--- config.mk ---
export PLATFORM = sky130hd
export DESIGN_NAME = acmp_ctl
export DESIGN_NICKNAME = d
export VERILOG_FILES = /design/src/rtl/acmp_pkg.sv /design/src/rtl/acmp_edge.sv /design/src/rtl/acmp_regs.sv /design/src/rtl/acmp_route.sv /design/src/rtl/acmp_ctl.sv
export SDC_FILE = /design/constraint.sdc
export NUM_CORES = 1
export LEC_CHECK = 0
export BUFFER_PORTS_ARGS = -buffer_cell sky130_fd_sc_hd__buf_2
export CAP_MARGIN = 15
export CORE_MARGIN = 2
export CORE_UTILIZATION = 41
export CTS_CLUSTER_DIAMETER = 120
export DETAILED_ROUTE_END_ITERATION = 6
export GPL_TIMING_DRIVEN = 0
export PLACE_DENSITY_LB_ADDON = 0.3
export SETUP_SLACK_MARGIN = 0.02
export SLEW_MARGIN = 20
export SYNTH_ARGS = -nofsm -noshare
export SYNTH_HDL_FRONTEND = slang
export SYNTH_HIERARCHICAL = 1
export SYNTH_SLANG_ARGS = --single-unit
--- constraint.sdc ---
create_clock -name clk -period 1 [get_ports clk]
set_input_delay 0.15 -clock clk [delete_from_list [all_inputs] [get_ports clk]]
set_output_delay 0.15 -clock clk [all_outputs]
set_load 0.005 [all_outputs]
--- src/rtl/acmp_pkg.sv ---
package acmp_pkg;

  typedef enum logic [1:0] {
    EDGE_ANY  = 2'b00,
    EDGE_NONE = 2'b01,
    EDGE_FALL = 2'b10,
    EDGE_RISE = 2'b11
  } edge_mode_t;

  typedef struct packed {
    logic       mux_en;
    edge_mode_t mode;
    logic       irq_en;
  } ctrl_t;

  localparam int unsigned ADR_CTRL = 0;
  localparam int unsigned ADR_STAT = 1;
  localparam int unsigned ADR_IDIS = 2;
  localparam int unsigned ADR_PINS = 3;

  localparam int unsigned CTRL_W        = 4;
  localparam int unsigned STAT_FLAG_BIT = 0;
  localparam int unsigned STAT_LVL_BIT  = 1;

endpackage

--- src/rtl/acmp_edge.sv ---
module acmp_edge
  import acmp_pkg::*;
#(
  parameter int unsigned SYNC_STAGES = 2
) (
  input  logic       clk,
  input  logic       rst,
  input  logic       cmp_raw,
  input  edge_mode_t mode,
  output logic       lvl,
  output logic       set_evt
);

  logic [SYNC_STAGES-1:0] chain_q;
  logic                   lvl_prev_q;
  logic                   qual;
  logic                   qual_prev_q;

  generate
    if (SYNC_STAGES > 1) begin : g_chain
      always_ff @(posedge clk) begin
        if (rst) chain_q <= '0;
        else     chain_q <= {chain_q[SYNC_STAGES-2:0], cmp_raw};
      end
    end else begin : g_single
      always_ff @(posedge clk) begin
        if (rst) chain_q <= '0;
        else     chain_q <= cmp_raw;
      end
    end
  endgenerate

  assign lvl = chain_q[SYNC_STAGES-1];

  always_ff @(posedge clk) begin
    if (rst) begin
      lvl_prev_q  <= 1'b0;
      qual_prev_q <= 1'b0;
    end else begin
      lvl_prev_q  <= lvl;
      qual_prev_q <= qual;
    end
  end

  // Mode-qualified condition; a rise of it is an interrupt event.
  always_comb begin
    unique case (mode)
      EDGE_ANY:  qual = lvl ^ lvl_prev_q;
      EDGE_FALL: qual = ~lvl;
      EDGE_RISE: qual = lvl;
      default:   qual = 1'b0;
    endcase
  end

  assign set_evt = qual & ~qual_prev_q;

endmodule

--- src/rtl/acmp_regs.sv ---
module acmp_regs
  import acmp_pkg::*;
#(
  parameter int unsigned DATA_W   = 8,
  parameter int unsigned ADDR_W   = 2,
  parameter int unsigned NUM_PINS = 2
) (
  input  logic                clk,
  input  logic                rst,
  input  logic [ADDR_W-1:0]   addr,
  input  logic                wr,
  input  logic [DATA_W-1:0]   wdata,
  input  logic                set_evt,
  input  logic                lvl,
  input  logic [NUM_PINS-1:0] pin_vis,
  output ctrl_t               ctrl_q,
  output logic [NUM_PINS-1:0] dis_q,
  output logic                flag_q,
  output logic [DATA_W-1:0]   rdata
);

  localparam logic [ADDR_W-1:0] A_CTRL = ADDR_W'(ADR_CTRL);
  localparam logic [ADDR_W-1:0] A_STAT = ADDR_W'(ADR_STAT);
  localparam logic [ADDR_W-1:0] A_IDIS = ADDR_W'(ADR_IDIS);
  localparam logic [ADDR_W-1:0] A_PINS = ADDR_W'(ADR_PINS);

  logic              wr_ctrl, wr_stat, wr_idis, clr;
  logic [DATA_W-1:0] rd_n;

  assign wr_ctrl = wr && (addr == A_CTRL);
  assign wr_stat = wr && (addr == A_STAT);
  assign wr_idis = wr && (addr == A_IDIS);
  assign clr     = wr_stat && wdata[STAT_FLAG_BIT];

  always_ff @(posedge clk) begin
    if (rst) begin
      ctrl_q <= '0;
      dis_q  <= '0;
    end else begin
      if (wr_ctrl) ctrl_q <= ctrl_t'(wdata[CTRL_W-1:0]);
      if (wr_idis) dis_q  <= wdata[NUM_PINS-1:0];
    end
  end

  // Set has precedence over a same-cycle clear.
  always_ff @(posedge clk) begin
    if (rst)          flag_q <= 1'b0;
    else if (set_evt) flag_q <= 1'b1;
    else if (clr)     flag_q <= 1'b0;
  end

  always_comb begin
    rd_n = '0;
    unique case (addr)
      A_CTRL: rd_n[CTRL_W-1:0] = ctrl_q;
      A_STAT: begin
        rd_n[STAT_FLAG_BIT] = flag_q;
        rd_n[STAT_LVL_BIT]  = lvl;
      end
      A_IDIS: rd_n[NUM_PINS-1:0] = dis_q;
      A_PINS: rd_n[NUM_PINS-1:0] = pin_vis;
      default: rd_n = '0;
    endcase
  end

  always_ff @(posedge clk) begin
    if (rst) rdata <= '0;
    else     rdata <= rd_n;
  end

endmodule

--- src/rtl/acmp_route.sv ---
module acmp_route #(
  parameter int unsigned MUX_W    = 3,
  parameter int unsigned NUM_PINS = 2,
  localparam int unsigned SEL_W   = MUX_W + 1
) (
  input  logic                clk,
  input  logic                rst,
  input  logic                mux_en,
  input  logic                conv_en,
  input  logic [MUX_W-1:0]    conv_mux,
  input  logic [NUM_PINS-1:0] pin_raw,
  input  logic [NUM_PINS-1:0] dis,
  output logic [SEL_W-1:0]    neg_sel,
  output logic [NUM_PINS-1:0] pin_vis
);

  logic use_shared;

  assign use_shared = mux_en & ~conv_en;

  always_ff @(posedge clk) begin
    if (rst)             neg_sel <= '0;
    else if (use_shared) neg_sel <= {1'b1, conv_mux};
    else                 neg_sel <= '0;
  end

  generate
    for (genvar p = 0; p < NUM_PINS; p++) begin : g_pin
      assign pin_vis[p] = pin_raw[p] & ~dis[p];
    end
  endgenerate

endmodule

--- src/rtl/acmp_ctl.sv ---
module acmp_ctl
  import acmp_pkg::*;
#(
  parameter int unsigned DATA_W      = 8,
  parameter int unsigned ADDR_W      = 2,
  parameter int unsigned NUM_CH      = 8,
  parameter int unsigned NUM_PINS    = 2,
  parameter int unsigned SYNC_STAGES = 2,
  localparam int unsigned MUX_W      = $clog2(NUM_CH),
  localparam int unsigned SEL_W      = MUX_W + 1
) (
  input  logic              clk,
  input  logic              rst,
  input  logic [ADDR_W-1:0] bus_addr,
  input  logic              bus_wr,
  input  logic [DATA_W-1:0] bus_wdata,
  output logic [DATA_W-1:0] bus_rdata,
  input  logic              cmp_out,
  input  logic              conv_en,
  input  logic [MUX_W-1:0]  conv_mux,
  input  logic [NUM_PINS-1:0] pin_raw,
  output logic [SEL_W-1:0]  neg_sel,
  output logic              irq
);

  ctrl_t               ctrl_q;
  logic [NUM_PINS-1:0] dis_q;
  logic [NUM_PINS-1:0] pin_vis;
  logic                flag_q;
  logic                lvl;
  logic                set_evt;
  logic [1:0]          mode_bits;
  logic                mux_en_bit;

  assign mode_bits  = ctrl_q.mode;
  assign mux_en_bit = ctrl_q.mux_en;

  acmp_edge #(
    .SYNC_STAGES(SYNC_STAGES)
  ) u_edge (
    .clk     (clk),
    .rst     (rst),
    .cmp_raw (cmp_out),
    .mode    (ctrl_q.mode),
    .lvl     (lvl),
    .set_evt (set_evt)
  );

  acmp_regs #(
    .DATA_W   (DATA_W),
    .ADDR_W   (ADDR_W),
    .NUM_PINS (NUM_PINS)
  ) u_regs (
    .clk     (clk),
    .rst     (rst),
    .addr    (bus_addr),
    .wr      (bus_wr),
    .wdata   (bus_wdata),
    .set_evt (set_evt),
    .lvl     (lvl),
    .pin_vis (pin_vis),
    .ctrl_q  (ctrl_q),
    .dis_q   (dis_q),
    .flag_q  (flag_q),
    .rdata   (bus_rdata)
  );

  acmp_route #(
    .MUX_W    (MUX_W),
    .NUM_PINS (NUM_PINS)
  ) u_route (
    .clk      (clk),
    .rst      (rst),
    .mux_en   (ctrl_q.mux_en),
    .conv_en  (conv_en),
    .conv_mux (conv_mux),
    .pin_raw  (pin_raw),
    .dis      (dis_q),
    .neg_sel  (neg_sel),
    .pin_vis  (pin_vis)
  );

  assign irq = flag_q & ctrl_q.irq_en;

endmodule

==> results of run 1 <==
[power breakdown]
group / leakage [µW] / total (µW) / switching, µW / internal [µW]
combinational: 0.000274 / 153 / 61.3 / 91.9
sequential: 0.000157 / 800 / 18.2 / 782
clock: 0.0000177 / 375 / 227 / 149
[final timing paths]
path                            slack (ps)  cells after the start               from                  to
worst max-delay path                   -90                      3    u_regs/dis_q[0]     u_regs/rdata[0]
worst min-delay path                    60                      2            conv_en  u_route/neg_sel[3]
worst max register to register         -90                      3    u_regs/dis_q[0]     u_regs/rdata[0]
worst min register to register         440                      1  u_edge/chain_q[0]   u_edge/chain_q[1]
[final cells by class]
type / instances / area, µm²
plain buffers: 5 / 33.8
clock buffers: 3 / 22.5
clock inverters: 1 / 5.00
fillers: 166 / 878
inverters: 1 / 3.75
multi-input cells: 48 / 414
flip-flops and latches: 19 / 390
well taps: 27 / 33.8
repair buffers: 24 / 120
[registers in the layout (all words and copies together) (netlist names)]
| register | flops |
|---|---|
| u_edge/qual_prev_q | 1 |
| u_route/neg_sel | 4 |
| u_edge/chain_q | 2 |
| u_edge/lvl_prev_q | 1 |
| u_regs/flag_q | 1 |
| u_regs/rdata | 4 |
| u_regs/ctrl_q | 4 |
| u_regs/dis_q | 2 |
[metal layers]
| layer | track usage (%) | up-vias |
|---|---|---|
| met5 | 0 | - |
| met4 | 2.86 | 0 |
| met3 | 5.86 | 0 |
| met2 | 23.1 | 19 |
| met1 | 15.7 | 256 |
| li1 | - | 293 |
[what timing repair did]
item | in CTS | in global routing
buffers inserted | 0 | 0
hold buffers | 0 | 0
pin swaps | 0 | 0
endpoints found under the setup margin | 4 | 5
gates resized for setup | 3 | 3
[worst reg2reg max path, cell delays in order, from the launching register on]
cell	delay, ps
dfxtp_2	350
nor2b_1	40
mux4_2	450
nor2b_1	140
[through the flow]
stage	instances	hold WS [ps]	utilization [%]	instance area, µm²	setup slack, ps
final	128	58.2	53.8	1020	-94.1
after global routing	128	37.5	53.8	1020	-150
after CTS	128	47.7	53.4	1010	-101
after detailed placement	124	358	51.3	976	-157
after global placement	124	353	51.3	976	-150
after floorplan	73	222	-	822	-38.0
[cells by family (layout without fill, tap and decap cells)]
family | after synthesis | in the layout
AO/OA/AOI/OAI | 2 | 2
XOR/XNOR | 1 | 1
buffers and inverters | 6 | 34
flip-flops | 19 | 19
multiplexers | 8 | 8
other | 1 | 4
AND/OR/NAND/NOR | 33 | 33
[placed cells by master, fill, tap and decap left out, drive strengths merged, types with 2 or more instances in the layout]
cell type,synthesis,final
buf,4,28
dfxtp,19,19
nand2b,11,11
nor2b,7,7
mux2i,6,6
conb,1,4
clkbuf,1,4
and2,3,3
and4bb,3,3
nor3b,3,3
nor2,2,2
mux4,2,2
==> results.sh, run 1 <==
export IMPL_outcome="finished, violations left"
export IMPL_violations="negative setup slack"
export IMPL_setup_ws_ps=-94.1
export IMPL_ys_seq_area_share_pct=47.1
export IMPL_syn_instance_count=70
export IMPL_gr_usage_all_layers_pct=13.5
export IMPL_setup_viol=4
export IMPL_synth_top_area_share_pct=47.1
export IMPL_first_pass_iters=2
export IMPL_placeableCoreArea_um2=1900
export IMPL_wl_met3_um=97
export IMPL_worstPathArrival_ps=1270
export IMPL_synth_commonest_cells="dfxtp_1 (19), nand2b_1 (11), mux2i_1 (6), nor2b_1 (6), buf_4 (4)"
export IMPL_fmax_mhz=914
export IMPL_top_layer_used="met3"
export IMPL_drt_initial_drc_count=2
export IMPL_cts_buffers=3
export IMPL_required_ps=1180
export IMPL_syn_area_um2=808
export IMPL_ant_nets=0
export IMPL_cts_tree="done"
export IMPL_layout_drive_gt1_share_pct=49.5
export IMPL_vias=568
export IMPL_synth_xor_area_share_pct=1.08
export IMPL_yosysTopAreaCell="dfxtp_1"
export IMPL_io_buffers=24
export IMPL_synth_top_family_by_area="simple AND/OR/NAND/NOR gates"
export IMPL_synth_compound_area_share_pct=2.32
export IMPL_synthSimpleGateAreaFrac_pct=30.5
export IMPL_crit_fanout=3
export IMPL_cap_violations=0
export IMPL_period_needed_ps=1090
export IMPL_timing_final_crit_share_pct=109
export IMPL_grt_pass1_vias=560
export IMPL_drt_met1_wl_um=586
export IMPL_synth_cell_types=22
export IMPL_yosysMostFrequentCell="dfxtp_1"
export IMPL_synthArstFlopShare_pct=0
export IMPL_worstSkewPairLatency_ps=290
export IMPL_finalSetupTns_ps=-305
export IMPL_clockBufferDepth=2
export IMPL_initial_core_util_pct=42.5
export IMPL_num_io_pins=33
export IMPL_startpoint_type="register"
export IMPL_synthMuxAreaShare_pct=13.9
export IMPL_crit_chain="nor2b_1, mux4_2, nor2b_1"
export IMPL_worstSetupPathType="register to register"
export IMPL_slowest_delay_ps=450
export IMPL_ys_ff_latch=19
export IMPL_vias_per_cell=4.44
export IMPL_synth_adder_area_share_pct=0
export IMPL_cp_common_cell="nor2b_1"
export IMPL_grt_pass1_wl_um=2440
export IMPL_power_density_nw_per_um2=1300
export IMPL_dieArea_um2=2340
export IMPL_netlist_top_cells_area="dfxtp_1 (47%), nand2b_1 (8.5%), mux2i_1 (7.4%)"
export IMPL_antenna_found_initial=0
export IMPL_area_growth_pct=26.6
export IMPL_cts_root_buf="clkbuf_4"
export IMPL_die_w_um=48.4
export IMPL_skew_ps=10.2
export IMPL_hold_path_class="input port to register"
export IMPL_synth_edf_count=0
export IMPL_nets=122
export IMPL_cts_sinks=19
export IMPL_diodes=0
export IMPL_drc=0
export IMPL_total_power_uw=1330
export IMPL_rsz0062_at_grt="true"
export IMPL_grt_start_max_net_pins=15
export IMPL_wl_met2_um=690
export IMPL_endpoint_kind="register"
export IMPL_place_gp_congestion=0.716
export IMPL_die_y_um=48.4
export IMPL_rows=16
export IMPL_peakVddDrop_mv=0.964
export IMPL_hold_viol=0
export IMPL_crit_slowest_cell="mux4_2"
export IMPL_slew_violations=0
export IMPL_wl_per_cell_um=10.7
export IMPL_yosys_warnings=6
export IMPL_synth_ff_type="dfxtp_1"
export IMPL_grt_ovfl_total=0
export IMPL_finalWirelength_um=1370
export IMPL_path_delay_family="multiplexers"
export IMPL_clkTransAtPathRegs_ps=110
export IMPL_cp_buffers_inverters=0
export IMPL_total_leakage_power_uw=0.000449
export IMPL_ctsHtreeMaxLevel=1
export IMPL_avgSynthCellArea_um2=11.5
Power figures use the tool's default switching activity.
==> run 2: changes to the inputs <==
CTS_BUF_LIST = sky130_fd_sc_hd__clkbuf_16   (was unset)
clock period = 0.9 ns   (was 1 ns; I/O delays follow)
==> run 2 against run 1 <==
Net effect: fmax rose by 1.6%; sequential share of layout area fell by 2.6 points; first-iteration DRC count rose to 2.5 times the previous value; critical path type unchanged; clock power rose by 140%; via count rose by 3.2%; clock skew fell by 5.9 ps; clock-buffer cell count did not move; highest routed layer unchanged; the run still ends with negative setup slack left; power rose by 49%; largest cell class unchanged; critical path depth did not move.
==> results.sh, run 2 (synthesis results as in run 1) <==
export IMPL_clkPwrFrac_pct=45.3
export IMPL_cts_root_buf="clkbuf_16"
export IMPL_nFillCells=184
export IMPL_rows=16
export IMPL_vias=586
export IMPL_io_buffers=24
export IMPL_finish_utilization_pct=58.6
export IMPL_die_w_um=48.4
export IMPL_setup_viol=5
export IMPL_outcome="finished, violations left"
export IMPL_initial_core_util_pct=42.5
export IMPL_skew_ps=4.34
export IMPL_cts_sinks=19
export IMPL_p_switching_uw=399
export IMPL_r2r_slack_ps=-180
export IMPL_internal_power_uw=1580
export IMPL_wl_per_cell_um=11.7
export IMPL_power_density_nw_per_um2=1770
export IMPL_worstSetupPathType="register to register"
export IMPL_timing_final_crit_share_pct=120
export IMPL_worstPathArrival_ps=1210
export IMPL_seq_area_um2=395
export IMPL_fmax_mhz=928
export IMPL_gr_usage_all_layers_pct=13.4
export IMPL_die_y_um=48.4
export IMPL_finalSetupTns_ps=-735
export IMPL_cp_common_cell="nor2b_1"
export IMPL_startpoint_type="register"
export IMPL_endpoint_kind="register"
export IMPL_area_growth_pct=37.8
export IMPL_drc=0
export IMPL_ant_nets=0
export IMPL_multi_input_area_um2=432
export IMPL_total_leakage_power_uw=0.000485
export IMPL_rsz0062_at_grt="true"
export IMPL_layout_common_cells="buf_2 (23), dfxtp_1 (11), nand2b_1 (11)"
export IMPL_grt_ovfl_total=0
export IMPL_finalWirelength_um=1510
export IMPL_ctsHtreeMaxLevel=1
export IMPL_layout_drive_gt1_share_pct=55.9
export IMPL_antenna_found_initial=0
export IMPL_dp_slack_ps=-233
export IMPL_clkTransAtPathRegs_ps=50
export IMPL_cap_violations=0
export IMPL_placeableCoreArea_um2=1900
export IMPL_vias_per_cell=4.54
export IMPL_crit_chain="nor2b_1, mux4_2, nor2b_1"
export IMPL_first_pass_iters=3
export IMPL_stdcell_count=129
export IMPL_hold_path_class="input port to register"
export IMPL_grt_pass1_wl_um=2410
export IMPL_p_seq_share_pct=45.2
export IMPL_nets=123
export IMPL_num_io_pins=33
export IMPL_dp_hpwl_um=1070
export IMPL_total_power_uw=1970
export IMPL_slowest_delay_ps=450
export IMPL_required_ps=1040
export IMPL_period_needed_ps=1080
export IMPL_violations="negative setup slack"
export IMPL_dp_cells=124
export IMPL_slew_violations=0
export IMPL_layout_cells_most_common="buf_2"
export IMPL_dieArea_um2=2340
export IMPL_p_sw_share_pct=20.2
export IMPL_p_comb_share_pct=9.5
export IMPL_setup_ws_ps=-177
export IMPL_peakVddDrop_mv=1.30
export IMPL_path_delay_family="multiplexers"
export IMPL_hold_viol=0
export IMPL_worstSkewPairLatency_ps=250
export IMPL_grt_pass1_vias=581
export IMPL_crit_slowest_cell="mux4_2"
export IMPL_clockBufferDepth=2
export IMPL_cts_buffers=3
export IMPL_cp_buffers_inverters=0
export IMPL_cts_tree="done"
export IMPL_crit_fanout=3
export IMPL_grt_start_max_net_pins=15
export IMPL_diodes=0
export IMPL_place_gp_congestion=0.718
export IMPL_top_regs="u_regs/ctrl_q: 4 flops, u_regs/rdata: 4 flops, u_route/neg_sel: 4 flops"
export IMPL_drt_initial_drc_count=5
## run 2: path summary, 6_finish.rpt
path	end	depth (start not counted)	start
setup / recovery	u_regs/rdata[0]	3	u_regs/dis_q[0]
hold / removal	u_route/neg_sel[3]	2	conv_en
setup reg to reg	u_regs/rdata[0]	3	u_regs/dis_q[0]
hold reg to reg	u_edge/chain_q[1]	1	u_edge/chain_q[0]
## run 2: power by group through the flow
stage / Clock [µW] / Combinational [µW] / Sequential, µW
floorplan: 0 / 104 / 904
global placement: 0 / 166 / 906
detailed placement: 0 / 170 / 908
CTS: 931 / 177 / 891
global route: 966 / 204 / 895
finish: 895 / 187 / 893
## run 2: per-stage QoR
stage	hold WS (ps)	cell area, µm²
CTS	73.0	1080
detailed placement	345	976
finish	75.9	1110
floorplan	207	822
global placement	338	976
global route	77.9	1110
## run 2: what timing repair did
item	4_1_cts	5_1_grt
setup endpoints to repair	7	5
hold buffers	0	0
gates cloned	0	0
resized for setup	9	6
pin swaps	5	4
buffers inserted	0	1
## run 2: worst register-to-register path, stage by stage (launching register included)
cell	delay, ps
dfxtp_2	340
nor2b_1	50
mux4_2	450
nor2b_1	140
## run 2: cell type report
type	count	share of cell area [%]
tap	27	3.03
buffer	5	3.15
timing repair buffer	25	12.0
sequential	19	35.5
inverter	1	0.337
clock inverter	1	0.449
clock buffer	3	6.74
multi-input combinational	48	38.8
## run 2: routing by layer
metal / vias up / wire, µm / track usage [%]
met5: - / 0 / 0
li1: 297 / - / -
met1: 273 / 626 / 13.8
met3: 0 / 76 / 3.40
met4: 0 / 0 / 5.71
met2: 16 / 811 / 25.5
